==> config.mk <==
export PLATFORM = sky130hd
export DESIGN_NAME = stk_seq
export DESIGN_NICKNAME = d
export VERILOG_FILES = /design/src/rtl/stk_pkg.sv /design/src/rtl/stk_pick.sv /design/src/rtl/stk_ptr.sv /design/src/rtl/stk_seq.sv
export SDC_FILE = /design/constraint.sdc
export NUM_CORES = 1
export LEC_CHECK = 0
export BUFFER_PORTS_ARGS = -buffer_cell sky130_fd_sc_hd__buf_4
export CAP_MARGIN = 15
export CORE_ASPECT_RATIO = 1.1
export CORE_MARGIN = 4
export CORE_UTILIZATION = 35
export DETAILED_ROUTE_END_ITERATION = 8
export PLACE_DENSITY = 0.74
export SLEW_MARGIN = 20
export SYNTH_ARGS = -nofsm -noshare
export SYNTH_HDL_FRONTEND = slang
export SYNTH_HIERARCHICAL = 1
export SYNTH_SLANG_ARGS = --single-unit
==> constraint.sdc <==
create_clock -name clk -period 2.3 [get_ports clk]
set_input_delay 0.46 -clock clk [delete_from_list [all_inputs] [get_ports clk]]
set_output_delay 0.46 -clock clk [all_outputs]
set_load 0.005 [all_outputs]
==> src/rtl/stk_pkg.sv <==
package stk_pkg;
  typedef enum logic {
    ST_IDLE = 1'b0,
    ST_RUN  = 1'b1
  } stk_state_e;
endpackage

==> src/rtl/stk_pick.sv <==
// Finds the highest or lowest set bit of a mask, selected at elaboration.
module stk_pick #(
  parameter int N          = 8,
  parameter bit HIGH_FIRST = 1'b0,
  localparam int LW        = (N > 1) ? $clog2(N) : 1
) (
  input  logic [N-1:0]  vec_i,
  output logic          any_o,
  output logic [LW-1:0] idx_o
);
  assign any_o = |vec_i;

  generate
    if (HIGH_FIRST) begin : g_high
      always_comb begin
        idx_o = '0;
        for (int i = 0; i < N; i++) begin
          if (vec_i[i]) idx_o = LW'(i);
        end
      end
    end else begin : g_low
      always_comb begin
        idx_o = '0;
        for (int i = N - 1; i >= 0; i--) begin
          if (vec_i[i]) idx_o = LW'(i);
        end
      end
    end
  endgenerate
endmodule

==> src/rtl/stk_ptr.sv <==
// Stack pointer register and access address generation.
module stk_ptr #(
  parameter int DW   = 32,
  parameter int STEP = 4
) (
  input  logic          clk,
  input  logic          rst_n,
  input  logic          load_i,
  input  logic [DW-1:0] load_val_i,
  input  logic          step_i,
  input  logic          dir_pop_i,
  output logic [DW-1:0] cur_o,
  output logic [DW-1:0] addr_o
);
  localparam logic [DW-1:0] STEP_V = DW'(STEP);

  always_ff @(posedge clk or negedge rst_n) begin
    if (!rst_n)      cur_o <= '0;
    else if (load_i) cur_o <= load_val_i;
    else if (step_i) cur_o <= dir_pop_i ? cur_o + STEP_V : cur_o - STEP_V;
  end

  // store: pre-decrement; load: use current pointer
  assign addr_o = dir_pop_i ? cur_o : cur_o - STEP_V;


  push_addr_chk: assert property (@(posedge clk) disable iff (!rst_n)
    (step_i && !load_i && !dir_pop_i) |=> (cur_o == $past(addr_o)));


  pop_addr_chk: assert property (@(posedge clk) disable iff (!rst_n)
    (step_i && !load_i && dir_pop_i) |=> (cur_o == $past(addr_o) + STEP_V));
endmodule

==> src/rtl/stk_seq.sv <==
module stk_seq
  import stk_pkg::*;
#(
  parameter int DW       = 32,
  parameter int NLOW     = 8,
  parameter int RIW      = 4,
  parameter int LINK_IDX = 14,
  parameter int PC_STEP  = 2
) (
  input  logic            clk,
  input  logic            rst_n,
  input  logic            start_i,
  input  logic            pop_i,
  input  logic [NLOW-1:0] list_i,
  input  logic            extra_i,
  input  logic [DW-1:0]   sp_i,
  input  logic [DW-1:0]   pc_i,
  output logic            mem_req_o,
  output logic            mem_we_o,
  output logic [DW-1:0]   mem_addr_o,
  output logic [DW-1:0]   mem_wdata_o,
  input  logic            mem_ready_i,
  input  logic [DW-1:0]   mem_rdata_i,
  output logic [RIW-1:0]  rf_raddr_o,
  input  logic [DW-1:0]   rf_rdata_i,
  output logic            rf_we_o,
  output logic [RIW-1:0]  rf_waddr_o,
  output logic [DW-1:0]   rf_wdata_o,
  output logic            done_o,
  output logic            sp_we_o,
  output logic [DW-1:0]   sp_o,
  output logic            pc_we_o,
  output logic [DW-1:0]   pc_o,
  output logic            branch_o
);
  localparam int LW   = (NLOW > 1) ? $clog2(NLOW) : 1;
  localparam int STEP = DW / 8;

  stk_state_e      state_q;
  logic [NLOW:0]   pend_q;     // bit NLOW = extra register
  logic            dir_pop_q;
  logic [DW-1:0]   pc_q;
  logic            took_pc_q;

  logic            lo_any, hi_any, low_any;
  logic [LW-1:0]   lo_idx, hi_idx, sel_idx;
  logic            sel_extra;
  logic [NLOW:0]   sel_mask;
  logic            accept;
  logic            start_ok;
  logic [DW-1:0]   sp_cur;

  stk_pick #(.N(NLOW), .HIGH_FIRST(1'b0)) u_pick_lo (
    .vec_i(pend_q[NLOW-1:0]), .any_o(lo_any), .idx_o(lo_idx));

  stk_pick #(.N(NLOW), .HIGH_FIRST(1'b1)) u_pick_hi (
    .vec_i(pend_q[NLOW-1:0]), .any_o(hi_any), .idx_o(hi_idx));

  assign low_any  = dir_pop_q ? lo_any : hi_any;
  assign sel_idx  = dir_pop_q ? lo_idx : hi_idx;
  // store: extra register goes first; load: extra register goes last
  assign sel_extra = dir_pop_q ? (pend_q[NLOW] && !low_any) : pend_q[NLOW];

  always_comb begin
    sel_mask = '0;
    if (sel_extra) sel_mask[NLOW]    = 1'b1;
    else           sel_mask[sel_idx] = 1'b1;
  end

  assign start_ok  = (state_q == ST_IDLE) && start_i;
  assign mem_req_o = (state_q == ST_RUN) && (pend_q != '0);
  assign accept    = mem_req_o && mem_ready_i;

  stk_ptr #(.DW(DW), .STEP(STEP)) u_ptr (
    .clk        (clk),
    .rst_n      (rst_n),
    .load_i     (start_ok),
    .load_val_i (sp_i),
    .step_i     (accept),
    .dir_pop_i  (dir_pop_q),
    .cur_o      (sp_cur),
    .addr_o     (mem_addr_o)
  );

  always_ff @(posedge clk or negedge rst_n) begin
    if (!rst_n) begin
      state_q   <= ST_IDLE;
      pend_q    <= '0;
      dir_pop_q <= 1'b0;
      pc_q      <= '0;
      took_pc_q <= 1'b0;
    end else begin
      case (state_q)
        ST_IDLE: begin
          if (start_i) begin
            state_q   <= ST_RUN;
            pend_q    <= {extra_i, list_i};
            dir_pop_q <= pop_i;
            pc_q      <= pc_i;
            took_pc_q <= 1'b0;
          end
        end
        ST_RUN: begin
          if (pend_q == '0) begin
            state_q <= ST_IDLE;
          end else if (accept) begin
            pend_q <= pend_q & ~sel_mask;
            if (dir_pop_q && sel_extra) begin
              pc_q      <= mem_rdata_i & ~DW'(1);
              took_pc_q <= 1'b1;
            end
          end
        end
        default: state_q <= ST_IDLE;
      endcase
    end
  end

  assign mem_we_o    = !dir_pop_q;
  assign rf_raddr_o  = sel_extra ? RIW'(LINK_IDX) : RIW'(sel_idx);
  assign mem_wdata_o = rf_rdata_i;

  assign rf_we_o    = accept && dir_pop_q && !sel_extra;
  assign rf_waddr_o = RIW'(sel_idx);
  assign rf_wdata_o = mem_rdata_i;

  assign done_o   = (state_q == ST_RUN) && (pend_q == '0);
  assign sp_we_o  = done_o;
  assign sp_o     = sp_cur;
  assign pc_we_o  = done_o;
  assign pc_o     = took_pc_q ? pc_q : pc_q + DW'(PC_STEP);
  assign branch_o = done_o && took_pc_q;


  req_hold_chk: assert property (@(posedge clk) disable iff (!rst_n)
    (mem_req_o && !mem_ready_i) |=> (mem_req_o && $stable(mem_addr_o) && $stable(mem_we_o)));


  done_pulse_chk: assert property (@(posedge clk) disable iff (!rst_n)
    done_o |=> !done_o);


  done_noreq_chk: assert property (@(posedge clk) disable iff (!rst_n)
    done_o |-> !mem_req_o);


  branch_pc_chk: assert property (@(posedge clk) disable iff (!rst_n)
    branch_o |-> (done_o && !pc_o[0]));


  rf_write_chk: assert property (@(posedge clk) disable iff (!rst_n)
    rf_we_o |-> (mem_req_o && mem_ready_i && !mem_we_o));
endmodule

---- Yosys cells after proc, flatten, opt, wreduce, memory -nomap -nowiden ----
Index checks and enable logic that the tools add are counted.
W data, S select, Z words.
storage, ports and cells
  register bits after elaboration ......... 76
operators by class
  add/sub/neg operators ................... 3
  magnitude comparators ................... 2
  eq/ne operators ......................... 4
  muxes and demuxes ....................... 44
  bitwise operators ....................... 3
  reduce and logical (&&, ||, !) cells .... 20
operators with widths
  operator                 count
  $mux W32                 9
  $pmux W32 S2             1
  $mux W3                  13
  $add A32 B2 Y32 const B  1
  $add A32 B3 Y32 const B  1
  $sub A32 B3 Y32 const B  1
  $mux W9                  3
  $pmux W9 S2              1
  $logic_and A1 B1 Y1      10
  $mux W1                  10
  $and A9 B9 Y9            1
  $logic_not A9 Y1         1
  $not A9 Y9               1
  $reduce_bool A9 Y1       1
  $mux W8                  1
  $reduce_or A8 Y1         1
  $lt A3 B5 Y1 const B     1
  $mux W2                  2
  $mux W4                  1
  $ne A2 B1 Y1 const B     2
  $ne A2 B2 Y1 const B     2
  $pmux W1 S2              2
  $reduce_and A4 Y1        1
  $demux W1 S3             1
  other kinds (6)          8

---- Depth between registers and ports, before layout ----
Gate-level depths: netlist of the first run.
  depth after elaboration ................. 19
  depth in mapped cells ................... 11
  gate-level depth less buffers ........... 10

---- Hierarchy ----
Netlist of the first run, hierarchy kept.
modules (own cells, without submodules)
  module                 times used  cells each  area each (um^2)
  stk_seq                1           388         3389.5
  stk_ptr                1           328         2771.4
  stk_pick at u_pick_lo  1           13          81.3
  stk_pick at u_pick_hi  1           12          66.3

---- Worst setup path after synthesis of the first run ----
OpenSTA, ideal clock, no wires.
  path kind ............................... reg2reg
  start ................................... register pend_q[3]
  end ..................................... register u_ptr.cur_o[13]
  library setup time ...................... 0.125 ns
  arrival ................................. 2.182 ns
  setup slack ............................. -0.007 ns
  stages on the path, launching flop included .. 10
  buffers on the path ..................... 2
  cell sequence ........................... dfrtp_1 > or4_4 > nor3_1 > a21boi_1 > and2_1 > buf_2 > clkbuf_1 > a21boi_1 > xnor2_1 > mux2_2
on the way
  word-level cells in the longest chain between the ends .. 4
ends and longest elaborated chain
  element                       RTL line        source
  start: declaration            stk_seq.sv:40   logic [NLOW:0] pend_q;
  start signal: assignment      stk_seq.sv:97   pend_q <= {extra_i, list_i};
  start signal: assignment      stk_seq.sv:107  pend_q <= pend_q & ~sel_mask;
  $reduce_bool A9 Y1            stk_seq.sv:71   assign mem_req_o = (state_q == ST_RUN) && (pend_q != '0);
  $logic_and A1 B1 Y1           stk_seq.sv:71
  named net mem_req_o           stk_seq.sv:18   output logic mem_req_o,
  $logic_and A1 B1 Y1           stk_seq.sv:72   assign accept = mem_req_o && mem_ready_i;
  named net accept              stk_seq.sv:49   logic accept;
  $reduce_bool A2 Y1 (no line)  -
  end signal: assignment        stk_ptr.sv:19   else if (load_i) cur_o <= load_val_i;
  end signal: assignment        stk_ptr.sv:20   else if (step_i) cur_o <= dir_pop_i ? cur_o + STEP_V : cur_o - STEP_V;
  end: declaration              stk_ptr.sv:12   output logic [DW-1:0] cur_o,
The timed path passes the listed nets, and every way through them passes these cells.
A chain may end at the register's enable or synchronous reset.

---- Worst setup path after layout of the first run ----
  start ................................... register u_ptr.cur_o[21]
  end ..................................... output mem_addr_o[31]
on the way
  word-level cells in the longest chain between the ends .. 2
ends and longest elaborated chain
  element           RTL line       source
  $sub A32 B3 Y32   stk_ptr.sv:24  assign addr_o = dir_pop_i ? cur_o : cur_o - STEP_V;
  $mux W32          stk_ptr.sv:24
  end: declaration  stk_seq.sv:20  output logic [DW-1:0] mem_addr_o,
Every way passes these cells.

==> summary.txt, run 1 <==
Worst setup path
  – CP Launch Type: register
  – Critical path endpoint: mem_addr_o[31]
  – Reg2reg start: pend_q[0]
  – CP Launch Point: u_ptr/cur_o[21]
  – Setup crit end kind: output pin
  – FF-to-FF setup slack: -0.07 ns
  – Worst endpoint required time: roughly 1.8 ns
  – Worst-path cell chain: nor4_2, buf_4, nand4_1, buf_6, buf_6, nor3_4, nand3b_1, xnor2_1, buf_4
  – Critical R2R Capture: u_ptr/cur_o[25]
  – Worst reg2reg path depth: 9
  – Crit path largest cell delay: ~0.39 ns
  – CP arrival: 2.22 ns
  – Critical Path Slowest Stage Cell: dfrtp_1
  – Max FO, Critical Path: 4
  – CP Class: register to output pin

Finish
  – Area Growth Syn to Fin: 69.05%
  – # diodes: 0
  – Layout Nets: 1,219
  – Fraction of layout cells with a size suffix above 1: 57.66%
  – Post-layout instance count excluding filler cells: 1,315

STA
  – RSZ-0062 raised after global routing: true
  – Final Hold Fails: 0
  – Max_slew headroom: 60.64%
  – Slew Limit Fails: 0
  – Final setup fails: 55
  – Setup_tns: -7.843 ns
  – Crit path time final: 2.682 ns
  – Post-route setup slack: -0.3821 ns
  – FMAX: 372.8 MHz
  – Worst Max-Slew Pin Slew: 0.5905 ns
  – Final Skew: 0.007208 ns
  – Post-route clock period utilization: 116.6%

Synthesis
  – Synth Instances: 739
  – Avg Cell Area, Syn: 8.523 sq um
  – Warnings from Yosys: 6
  – Post-Syn Area: between 6000 and 7000 sq um
  – Synthesized net count: 886

Detailed routing
  – Post-Route WL: 25,110 um
  – Post-route antenna net violation count: 0
  – DRT iter0 DRCs: 384
  – Number of remaining DRC errors: 0
  – Vias per cell: 5.350
  – DR vias: 7,035
  – Routed len/inst: between 15 and 20 um
  – Drt first pass iters: 6

Floorplan
  – Ports: 317
  – Width of the die: ~140 um
  – Die Ht: 148.7 um
  – # rows: 51
  – Initial Utilization: 35.63%
  – Die ar.: about 20,000 sq um
  – Core area: between 15,000 and 20,000 sq um

Pwr
  – Pwr/cell area: 1056 nW/um^2
  – Switch Pwr: 4.804 mW
  – Logic pwr share: 64.5%
  – Leakage dissipation: a little under 5 nW
  – Share of power burned in registers: between 20% and 30%
  – VDD IR-drop max: 0.7027 mV
  – Total power: 11.24 mW
  – Internal Power: roughly 6.4 mW
  – Clock power share: 11.9%
  – Net Sw Frac: a little over two fifths

Outcome
  – Failing checks: setup timing
  – Status: complete, but fails checks

Clock network
  – CTS Buffer Depth: 2
  – CTS tree: built
  – CTS buffer count: 9
  – Skew-Pair Late Insertion Delay: 0.35 ns
  – CTS Root Cell: clkbuf_16
  – Reg clk slew, reported paths: 0.06 ns
  – H-tree depth: 3
  – # clock sinks: 76

GRT
  – Number of global-route vias before repair: 6,850
  – Pin count of the biggest net entering global routing: between 60 and 70
  – Gr usage total: between 20% and 30%
  – Grt ovf: 0
  – Initial antenna violation count: 2
  – First-pass GRT wire length: 34,930 um

Worst hold path
  – Worst Hold Class: primary input to asynchronous set/reset pin

Place
  – IO buf count: 249
  – RePlAce Congestion: 0.8645
  – Post-DP HPWL: between 15,000 and 20,000 um
  – Cell Count Post-Placement: approximately 1,200

Flow run
  – Max Cap Viol: 0
critical path, delay by kind of cell, from the launching register on:
kind / cells / cell delay [ns]
flip-flops: 1 / 0.39
buffers and inverters: 4 / 0.60
AND/OR/NAND/NOR: 4 / 0.71
XOR/XNOR: 1 / 0.18
power groups by stage:
stage / registers [mW] / logic [mW] / clock network [mW]
2_1_floorplan: 2.55 / 2.57 / 0
3_3_place_gp: 2.54 / 5.30 / 0
3_5_place_dp: 2.57 / 5.38 / 0
4_1_cts: 2.57 / 6.36 / 1.36
5_1_grt: 2.72 / 7.74 / 1.43
6_report: 2.65 / 7.25 / 1.34
cells in the final DEF, fill, tap and decap left out, types with 4 or more instances in the layout:
master,n
o211ai_1,8
nor2b_1,4
xor2_2,5
clkbuf_16,10
and3_1,4
nor4_2,5
o21ai_1,13
nor2_1,48
nand4_1,14
dfrtp_1,56
and2_4,5
clkinvlp_4,4
nand3_2,7
nor2_4,7
buf_4,378
o21ai_0,29
dfrtp_2,20
nor2_2,4
inv_1,18
nand3_4,9
xnor2_2,10
nand3_1,21
nor3_1,7
buf_6,46
nor3_4,13
mux2i_1,36
nand2_1,54
nor4_4,17
and4_1,5
a21oi_1,34
nor4_1,7
buf_12,5
nand2_4,5
mux2_2,17
nand2_2,4
xor2_1,29
inv_2,4
xnor2_1,38
flip-flops by register name, summed over array words and instances (netlist names):
| register | cells |
|---|---|
| took_pc_q | 1 |
| dir_pop_q | 1 |
| pend_q | 9 |
| state_q | 1 |
| u_ptr/cur_o | 32 |
| pc_q | 32 |
per-layer routing:
metal | routed length, um | part of all wire [%] | up-vias | GRT usage, %
met3 | 2122 | 8.5 | 99 | 5.244
met4 | 1163 | 4.6 | 4 | 8.871
li1 | - | - | 3173 | -
met5 | 27 | 0.11 | - | 0
met1 | 8668 | 35 | 3328 | 24.08
met2 | 13130 | 52 | 431 | 39.77
final cells by class:
class | count | area, sq um
Fill cell | 1385 | 7028
Multi-Input combinational cell | 530 | 4561
Timing Repair Buffer | 431 | 3496
Sequential cell | 76 | 1927
Tap cell | 238 | 297.8
Clock buffer | 10 | 229.0
Inverter | 24 | 96.34
Clock inverter | 6 | 41.29
how the worst min path moves through the flow:
stage                           end  slack (ns)  cells after the start
after floorplan           dir_pop_q        0.16                      0
after global placement    pend_q[4]        0.50                      1
after detailed placement  pend_q[4]        0.50                      1
after CTS                 pend_q[5]        0.13                      1
after global routing      pend_q[4]        0.16                      1
final                     pend_q[4]        0.11                      1
stage by stage:
stage	hold slack [ns]	worst slack [ns]	instance area [sq um]	util, %
2_1_floorplan	0.1644	0.001786	6307	-
3_3_place_gp	0.4979	-0.03918	8493	48.05
3_5_place_dp	0.5030	-0.05493	8493	48.05
4_1_cts	0.1319	-0.3294	9772	55.28
5_1_grt	0.1559	-0.4443	10650	60.24
6_report	0.1115	-0.3821	10650	60.24
what timing repair did:
action                     4_1_cts  5_1_grt
hold buffers                     0        0
setup endpoints to repair       63       76
gates resized for setup        131      119
setup buffers                   47       46
pin swaps                       55       60
gates cloned                     1        2
Power figures use the tool's default switching activity.
==> inputs of run 2 (changes only) <==
- SKIP_LAST_GASP: not set -> 1
==> summary.txt, run 2 (same netlist as run 1, synthesis figures left out) <==
Finish
  – Area of the multi-input gates: 4553 sq um (-0.16%)
  – Layout Nets: 1,208 (-0.90%)
  – Area Growth Syn to Fin: 66.63%
  – Fill count: 1,412 (+1.9%)
  – Register Area: 1926 sq um (about the same)
  – Commonest non-fill, non-tap cell in the layout: buf_4
  – Largest registers: pc_q x32, u_ptr/cur_o x32, pend_q x9
  – Most frequent cells in the layout: 379 x buf_4, 57 x dfrtp_1, 54 x nand2_1
  – # diodes: 0 (unchanged)
  – Fraction of layout cells with a size suffix above 1: 57.13% (-0.53 points)

Clock network
  – Reg clk slew, reported paths: 0.06 ns (about the same)
  – CTS Buffer Depth: 2 (unchanged)
  – H-tree depth: 3 (unchanged)
  – CTS Root Cell: clkbuf_16
  – Skew-Pair Late Insertion Delay: 0.35 ns (about the same)
  – CTS buffer count: 9 (unchanged)
  – Cts hold-fix bufs: 0 (unchanged)
  – CTS tree: built
  – # clock sinks: 76 (unchanged)

Worst setup path
  – Reg2reg start: dir_pop_q
  – CP Launch Point: u_ptr/cur_o[11]
  – FF-to-FF setup slack: -0.08 ns (about the same)
  – CP Class: register to output pin
  – Worst reg2reg path depth: 8 (-1)
  – Worst endpoint required time: 1.84 ns (about the same)
  – Critical R2R Capture: u_ptr/cur_o[25]
  – Setup crit end kind: output pin
  – Max FO, Critical Path: 4 (unchanged)
  – CP arrival: 2.28 ns (+0.06 ns)
  – CP Launch Type: register

GRT
  – Pin count of the biggest net entering global routing: 65 (unchanged)
  – Grt peak-use layer: met2
  – Initial antenna violation count: 2 (unchanged)
  – First-pass GRT wire length: 34,850 um (-0.22%)
  – Met3 Use GR: 5.108% (-0.14 points)
  – Gr usage total: 21.70% (-0.071 points)
  – Grt ovf: 0 (unchanged)
  – Global Route met2 Usage: 39.79% (about the same)
  – Met1 Use GR: 24.06% (about the same)
  – Number of global-route vias before repair: 6,835 (-0.22%)

Place
  – Post-DP HPWL: 16,680 um (unchanged)
  – IO buf count: 249 (unchanged)
  – RePlAce Congestion: 0.8645 (unchanged)

Floorplan
  – Die ar.: 20,210 sq um (unchanged)
  – Core area: 17,680 sq um (unchanged)
  – Ports: 317 (unchanged)
  – Width of the die: 135.9 um (unchanged)
  – Die Ht: 148.7 um (unchanged)
  – # rows: 51 (unchanged)
  – Initial Utilization: 35.63% (unchanged)

STA
  – RSZ-0062 raised after global routing: true
  – WHS: 0.1136 ns (+0.002113 ns)
  – Post-route setup slack: -0.4402 ns (-0.05813 ns)
  – Slew Limit Fails: 0 (unchanged)
  – Post-route clock period utilization: 119.1% (+2.5 points)
  – Final setup fails: 49 (-11%)
  – Setup_tns: -7.978 ns (-0.1345 ns)
  – FMAX: 364.9 MHz (-2.1%)
  – Max_slew headroom: 60.53% (-0.10 points)
  – Worst Max-Slew Pin Slew: 0.5920 ns (+0.001527 ns)
  – Final Skew: 0.007530 ns (+0.0003222 ns)
  – Crit path time final: 2.740 ns (+0.05813 ns)
  – Final Hold Fails: 0 (unchanged)

Detailed routing
  – Post-route antenna net violation count: 0 (unchanged)
  – DR vias: 6,911 (-1.8%)
  – DRT iter0 DRCs: 386 (+0.52%)
  – Drt first pass iters: 6 (unchanged)
  – Number of remaining DRC errors: 0 (unchanged)
  – Vias per cell: 5.300 (-0.93%)
  – Post-Route WL: 24,350 um (-3.0%)
  – Routed len/inst: 18.67 um (-2.2%)

Flow run
  – Max Cap Viol: 0 (unchanged)

Pwr
  – Leakage dissipation: 4.866 nW (-2.0%)
  – Pwr/cell area: 1056 nW/um^2 (about the same)
  – VDD IR-drop max: 0.7041 mV (+0.21%)

Outcome
  – Failing checks: setup timing
  – Status: complete, but fails checks

Worst hold path
  – Worst Hold Class: primary input to asynchronous set/reset pin
==> run 2: how the worst max path moves through the flow <==
| stage | endpoint |
|---|---|
| detailed placement | mem_addr_o[27] |
| finish | mem_addr_o[31] |
| CTS | mem_addr_o[31] |
| global route | mem_addr_o[25] |
| global placement | u_ptr/cur_o[31] |
| floorplan | u_ptr/cur_o[31] |
==> run 2: layout make-up <==
type / count / share of cell area, %
flip-flops and latches: 76 / 18.35
repair buffers: 420 / 31.96
inverters: 24 / 0.8941
clock inverters: 6 / 0.3934
well taps: 238 / 2.837
multi-input cells: 530 / 43.38
clock buffers: 10 / 2.182
==> run 2: what timing repair did <==
action	4_1_cts	5_1_grt
endpoints found under the setup margin	63	81
gates resized for setup	124	109
pin swaps	50	58
setup buffers	47	37
gates cloned	1	1
==> run 2: worst max-delay path: stages (launching register included) <==
cell	delay [ns]
dfrtp_1	0.42
nor3_2	0.25
buf_4	0.17
nand4_1	0.23
buf_4	0.23
nor3_4	0.16
nand3b_1	0.16
xnor2_1	0.19
buf_4	0.14
==> run 2: power breakdown <==
| group | internal, mW | total [mW] | switching (mW) | leakage (nW) |
|---|---|---|---|---|
| clock network | 0.729 | 1.33 | 0.601 | 0.124 |
| logic | 3.71 | 7.11 | 3.40 | 3.90 |
| registers | 1.91 | 2.64 | 0.729 | 0.841 |
| total | 6.35 | 11.1 | 4.73 | 4.87 |
==> run 2: layer usage <==
metal / part of all wire (%) / up-vias
li1: - / 3158
met1: 35 / 3283
met2: 52 / 374
met3: 8.2 / 92
met4: 4.3 / 4
met5: 0.11 / -
==> run 2: stage by stage <==
stage	instance area [sq um]	power [mW]	utilization [%]	setup WS (ns)	cells
floorplan	6307	5.114	-	0.001786	739
CTS	9742	10.27	55.11	-0.3294	1272
global placement	8493	7.835	48.05	-0.03918	1209
detailed placement	8493	7.951	48.05	-0.05493	1209
global route	10500	11.74	59.38	-0.5111	1304
finish	10500	11.08	59.38	-0.4402	1304
